==> src/rtl/fxp_alu_pkg.sv <==
package fxp_alu_pkg;

   typedef enum logic [3:0] {
      FN_RADIX = 4'h0,
      FN_PASSA = 4'h1,
      FN_PASSB = 4'h2,
      FN_ADD   = 4'h3,
      FN_SUB   = 4'h4,
      FN_MUL   = 4'h5,
      FN_SHR   = 4'h6,
      FN_EQ    = 4'h7,
      FN_LT    = 4'h8,
      FN_GT    = 4'h9,
      FN_NE    = 4'hA,
      FN_AND   = 4'hB,
      FN_NOT   = 4'hC,
      FN_XOR   = 4'hD,
      FN_OR    = 4'hE,
      FN_CLIP  = 4'hF
   } fxp_fn_e;

endpackage

==> src/rtl/fxp_radix_reg.sv <==
module fxp_radix_reg #(
   parameter int RW = 5
) (
   input  logic          clk,
   input  logic          rst_n,
   input  logic          load,
   input  logic [RW-1:0] din,
   output logic [RW-1:0] radix
);

   generate
      if (RW < 1) begin : g_bad_rw
         $error("fxp_radix_reg: RW must be at least 1");
      end
   endgenerate

   always_ff @(posedge clk or negedge rst_n) begin
      if (!rst_n) radix <= '0;
      else if (load) radix <= din;
   end

   assert_radix_load_R4: assert property (@(posedge clk) disable iff (!rst_n)
      load |=> radix == $past(din));

   assert_radix_hold_R4: assert property (@(posedge clk) disable iff (!rst_n)
      !load |=> $stable(radix));

endmodule

==> src/rtl/fxp_mul.sv <==
module fxp_mul #(
   parameter int DW = 24,
   parameter int RW = 5
) (
   input  logic [DW-1:0] a,
   input  logic [DW-1:0] b,
   input  logic [RW-1:0] radix,
   output logic [DW-1:0] y
);

   localparam int PW = 2 * DW;

   generate
      if ((1 << RW) > PW) begin : g_bad_radix
         $error("fxp_mul: radix range exceeds product width");
      end
   endgenerate

   logic signed [PW-1:0] prod;
   logic signed [PW-1:0] scaled;

   always_comb begin
      prod   = PW'($signed(a)) * PW'($signed(b));
      scaled = prod >>> radix;
      y      = scaled[DW-1:0];
   end

endmodule

==> src/rtl/fxp_shr.sv <==
module fxp_shr #(
   parameter int DW        = 24,
   parameter int SW        = 5,
   parameter bit LOG_STAGE = 1'b1
) (
   input  logic [DW-1:0] a,
   input  logic [SW-1:0] amt,
   output logic [DW-1:0] y
);

   generate
      if (SW < 1 || SW > 16) begin : g_bad_sw
         $error("fxp_shr: SW out of range");
      end

      if (LOG_STAGE) begin : g_log
         logic [DW-1:0] stg [0:SW];
         assign stg[0] = a;
         for (genvar i = 0; i < SW; i++) begin : g_stage
            localparam int STEP = 1 << i;
            logic [DW-1:0] moved;
            if (STEP >= DW) begin : g_fill
               assign moved = {DW{stg[i][DW-1]}};
            end else begin : g_part
               assign moved = {{STEP{stg[i][DW-1]}}, stg[i][DW-1:STEP]};
            end
            assign stg[i+1] = amt[i] ? moved : stg[i];
         end
         assign y = stg[SW];
      end else begin : g_flat
         assign y = $signed(a) >>> amt;
      end
   endgenerate

endmodule

==> src/rtl/fxp_clip.sv <==
module fxp_clip #(
   parameter int DW = 24
) (
   input  logic [DW-1:0] a,
   input  logic [DW-1:0] b,
   output logic [DW-1:0] y
);

   localparam int EW = DW + 1;

   logic signed [EW-1:0] ae, be, nbe;

   always_comb begin
      ae  = {a[DW-1], a};
      be  = {b[DW-1], b};
      nbe = -be;
      if (ae > be)       y = b;
      else if (ae < nbe) y = nbe[DW-1:0];
      else               y = a;
   end

endmodule

==> src/rtl/fxp_alu.sv <==
module fxp_alu #(
   parameter int DW        = 24,
   parameter int RW        = 5,
   parameter int SW        = 5,
   parameter bit LOG_SHIFT = 1'b1
) (
   input  logic          clk,
   input  logic          rst_n,
   input  logic          en,
   input  logic [3:0]    func,
   input  logic [DW-1:0] opa,
   input  logic [DW-1:0] opb,
   output logic [DW-1:0] result
);

   import fxp_alu_pkg::*;

   localparam int MINW = (RW > SW) ? RW : SW;

   generate
      if (DW < MINW + 1) begin : g_bad_dw
         $error("fxp_alu: DW too small for radix and shift fields");
      end
   endgenerate

   fxp_fn_e        fn;
   logic [RW-1:0]  radix;
   logic [DW-1:0]  mul_y, shr_y, clip_y;
   logic           flag;
   logic           is_cmp;

   assign fn = fxp_fn_e'(func);

   fxp_radix_reg #(.RW(RW)) u_radix (
      .clk   (clk),
      .rst_n (rst_n),
      .load  (en && fn == FN_RADIX),
      .din   (opb[RW-1:0]),
      .radix (radix)
   );

   fxp_mul #(.DW(DW), .RW(RW)) u_mul (
      .a     (opa),
      .b     (opb),
      .radix (radix),
      .y     (mul_y)
   );

   fxp_shr #(.DW(DW), .SW(SW), .LOG_STAGE(LOG_SHIFT)) u_shr (
      .a   (opa),
      .amt (opb[SW-1:0]),
      .y   (shr_y)
   );

   fxp_clip #(.DW(DW)) u_clip (
      .a (opa),
      .b (opb),
      .y (clip_y)
   );

   always_comb begin
      unique case (fn)
         FN_EQ:   flag = (opa == opb);
         FN_LT:   flag = ($signed(opa) < $signed(opb));
         FN_GT:   flag = ($signed(opa) > $signed(opb));
         FN_NE:   flag = (opa != opb);
         default: flag = 1'b0;
      endcase
   end

   assign is_cmp = (fn == FN_EQ) || (fn == FN_LT) || (fn == FN_GT) || (fn == FN_NE);

   always_comb begin
      unique case (fn)
         FN_RADIX: result = opb;
         FN_PASSA: result = opa;
         FN_PASSB: result = opb;
         FN_ADD:   result = opa + opb;
         FN_SUB:   result = opa - opb;
         FN_MUL:   result = mul_y;
         FN_SHR:   result = shr_y;
         FN_AND:   result = opa & opb;
         FN_NOT:   result = ~opa;
         FN_XOR:   result = opa ^ opb;
         FN_OR:    result = opa | opb;
         FN_CLIP:  result = clip_y;
         default:  result = {{(DW-1){1'b0}}, flag};
      endcase
   end

   assert_radix_passb_R5: assert property (@(posedge clk) disable iff (!rst_n)
      fn == FN_RADIX |-> result == opb);

   assert_shift_fill_R6: assert property (@(posedge clk) disable iff (!rst_n)
      (fn == FN_SHR && int'(opb[SW-1:0]) >= DW) |-> result == {DW{opa[DW-1]}});

   assert_cmp_bool_R7: assert property (@(posedge clk) disable iff (!rst_n)
      is_cmp |-> result[DW-1:1] == '0);

   assert_clip_bound_R9: assert property (@(posedge clk) disable iff (!rst_n)
      (fn == FN_CLIP && !opb[DW-1]) |->
         ($signed(result) <= $signed(opb) && $signed(result) >= -$signed(opb)));

endmodule

==> config.mk <==
export PLATFORM = sky130hd
export DESIGN_NAME = fxp_alu
export DESIGN_NICKNAME = d
export VERILOG_FILES = /design/src/rtl/fxp_alu_pkg.sv /design/src/rtl/fxp_radix_reg.sv /design/src/rtl/fxp_mul.sv /design/src/rtl/fxp_shr.sv /design/src/rtl/fxp_clip.sv /design/src/rtl/fxp_alu.sv
export SDC_FILE = /design/constraint.sdc
export NUM_CORES = 2
export LEC_CHECK = 0
export ABC_AREA = 1
export BUFFER_PORTS_ARGS = -buffer_cell sky130_fd_sc_hd__buf_2
export CORE_MARGIN = 2
export CORE_UTILIZATION = 40
export CTS_CLUSTER_DIAMETER = 50
export CTS_CLUSTER_SIZE = 25
export DETAILED_ROUTE_END_ITERATION = 6
export GPL_TIMING_DRIVEN = 0
export PLACE_DENSITY = 0.58
export SLEW_MARGIN = 30
export SYNTH_ARGS = -nofsm -noshare
export SYNTH_HDL_FRONTEND = slang
export SYNTH_SLANG_ARGS = --single-unit
==> constraint.sdc <==
create_clock -name clk -period 10.4 [get_ports clk]
set_clock_uncertainty 0.1 [all_clocks]
set_input_delay 1.56 -clock clk [delete_from_list [all_inputs] [get_ports clk]]
set_output_delay 1.56 -clock clk [all_outputs]
set_load 0.005 [all_outputs]
==> metrics.md <==
| Metric | Value |
|---|---|
| Initial antenna violation count | `5` |
| GRT overflow | `0` |
| CORE AREA | `79100 µm²` |
| Clock Latency Late Sink | `0.23 ns` |
| Max Root-Sink Buffers | `2` |
| Critical path class | `primary input to output port` |
| DR iter-0 viols | `3535` |
| Synth warn | `0` |
| Port Buf Inserts | `78` |
| Post-Route WL | `149000 µm` |
| Top flop regs | `u_radix.radix (5)` |
| Area contributors post-synth | `fa_1 (38%), nand2_1 (16%), inv_1 (12%)` |
| Routability cong. | `1.03` |
| Hold Path Class | `flip-flop to flip-flop` |
| Sequential area share after synthesis | `0.391%` |
| Setup ws final | `0.0701 ns` |
| Most frequent cells in the layout | `nand2_1 (1253), inv_1 (1026), fa_1 (588), nand3_1 (316), ha_1 (200)` |
| Final HPWL DP | `127000 µm` |
| Ports | `79` |
| H-tree depth | `1` |
| Post-Place Cells | `5862` |
| WP buf/inv | `9` |
| Synth Instances | `4734` |
| Final period util | `99.3%` |
| Final net count | `5746` |
| Netlist cell types | `61` |
| Num Clock Sinks | `5` |
| F_max | `96.8 MHz` |
| Yosys top cell area share | `38.1%` |
| Hold buffer count at cts | `0` |
| Slew headroom | `21.6%` |
| # DRC | `0` |
| Vias in the first global route | `32670` |
| Final ANT Viol Nets | `0` |
| Die area | `82200 µm²` |
| Synthesized area | `32000 µm²` |
| Place WS | `-1.64 ns` |
| Num CTS Buffers | `3` |
| Post-Syn Area per Cell | `6.75 µm²` |
| Fillers | `8402` |
| Std cell rows | `103` |
| Pins over their slew limit | `0` |
| Number of hold violations in the final report | `0` |
| Setup Viol. Count Final | `0` |
| Synthesis-stage register bit count | `5` |
| Clock root buffer | `clkbuf_16` |
| Largest net degree at the start of global routing | `19` |
| Die height | `287 µm` |
| N_diodes | `0` |
| Layout cells sized above 1 | `14.3%` |
| Delay-heaviest family, CP | `adder cells` |
| CP startpoint kind | `primary input` |
| CP Max Fanout | `10` |
| Worst path max stage delay | `0.62 ns` |
| Chip width | `287 µm` |
| Routed len/inst | `25.3 µm` |
| Commonest non-fill, non-tap cell in the layout | `nand2_1` |
| Actual slew at the worst max-slew pin | `1.17 ns` |
| Pre-antenna DRT Iters | `6` |
| Top reg by flops | `u_radix.radix` |
| Element type at the critical path end | `output port` |
| Largest register FFs | `5` |
| Critical Path RT | `8.74 ns` |
| CTS tree | `built` |
| First-pass GRT wire length | `218000 µm` |
| Initial Util | `40.4%` |
| Syn nets | `5630` |
| Unrepaired setup endpoints after global routing | `true` |
| Vias/cell | `5.59` |
| Max Cap Viol | `0` |
| GRT Resource Usage Total | `36.2%` |
| Post-synth EDFFs | `0` |
| Slowest stage cell, crit path | `fa_2` |
| Non-filler cells in the finished layout | `5899` |
| Total number of vias | `32949` |
| CP arrival | `8.67 ns` |
| Yosys top cell by area | `fa_1` |
| Status | `complete, no violations` |
| Min cycle time layout | `10.33 ns` |
| Area Overhead vs Synth | `14.6%` |
| Ys flop type | `dfrtp_1` |
| Post-synth ARST share | `100%` |
| Clk pin slew, worst setup/hold paths | `0.03 ns` |
==> synthesized netlist by cell type (16+ instances only) <==
| cell | n |
|---|---|
| nor2_1 | 194 |
| o21ai_0 | 134 |
| nor3_1 | 24 |
| nand3_1 | 437 |
| o21ai_1 | 16 |
| nand4_1 | 32 |
| inv_1 | 1052 |
| buf_1 | 32 |
| ha_1 | 232 |
| xor2_1 | 25 |
| o22ai_1 | 51 |
| o211ai_1 | 19 |
| a21oi_1 | 173 |
| nand2_1 | 1324 |
| buf_2 | 30 |
| clkbuf_1 | 160 |
| fa_1 | 609 |
==> logic make-up after synthesis <==
logic type,after synthesis,synth area share (%)
flops,5,0.391
fa+ha+maj,841,47.2
simple gates,2072,27.2
compound gates,471,8.46
buf+inv,1307,15.7
mux,4,0.125
xor+xnor,34,0.955
==> final timing paths <==
| path | startpoint | to | slack [ns] | depth (start not counted) |
|---|---|---|---|---|
| max | opa[13] | result[2] | 0.07 | 32 |
| min | u_radix.radix[1] | u_radix.radix[1] | 1.03 | 4 |
| max reg2reg | u_radix.radix[0] | u_radix.radix[0] | 8.45 | 5 |
| min reg2reg | u_radix.radix[1] | u_radix.radix[1] | 1.03 | 4 |
| max in group asynchronous | rst_n | u_radix.radix[1] | 9.02 | 1 |
| min in group asynchronous | rst_n | u_radix.radix[3] | 1.05 | 1 |
==> cell type report <==
class,count,area [µm²],share of cell area [%]
well taps,1050,1310,3.58
plain buffers,215,1700,4.64
clock buffers,4,78.8,0.215
repair buffers,129,867,2.37
multi-input cells,3422,28500,77.8
flip-flops and latches,5,125,0.341
inverters,1074,4050,11.1
==> what timing repair did <==
item	in CTS	in global routing
gates cloned	0	1
endpoints found under the setup margin	24	24
setup buffers	11	39
resized for setup	359	443
pin swaps	35	107
==> per-stage QoR <==
stage	TNS, ns	hold slack, ns	cell area (µm²)	util [%]
6_report	0	1.03	36600	46.3
5_1_grt	-0.694	1.05	36600	46.3
4_1_cts	-0.00286	0.989	34900	44.1
3_5_place_dp	-34.79	0.971	33700	42.6
3_3_place_gp	-36.49	0.965	33700	42.6
2_1_floorplan	0	0.798	32000	-
==> layer usage <==
layer  part of all wire, %  wire length (µm)  GRT usage, %  vias up
met4                   5.2              7730          14.1        4
li1                      -                 -             -    14578
met5                 0.026                38             0        -
met3                   9.8             14500          6.33      338
met2                    43             64400          56.0     1792
met1                    42             62300          50.4    16237
==> tightest hold or removal path: cells and delay by family, from the launching register on <==
family,cells,cell delay [ns]
buf+inv,2,0.50
flops,1,0.35
simple gates,1,0.14
compound gates,1,0.08
Power is not shown: default switching activity piles up to over one toggle a cycle in this logic, so the estimate is an artifact.
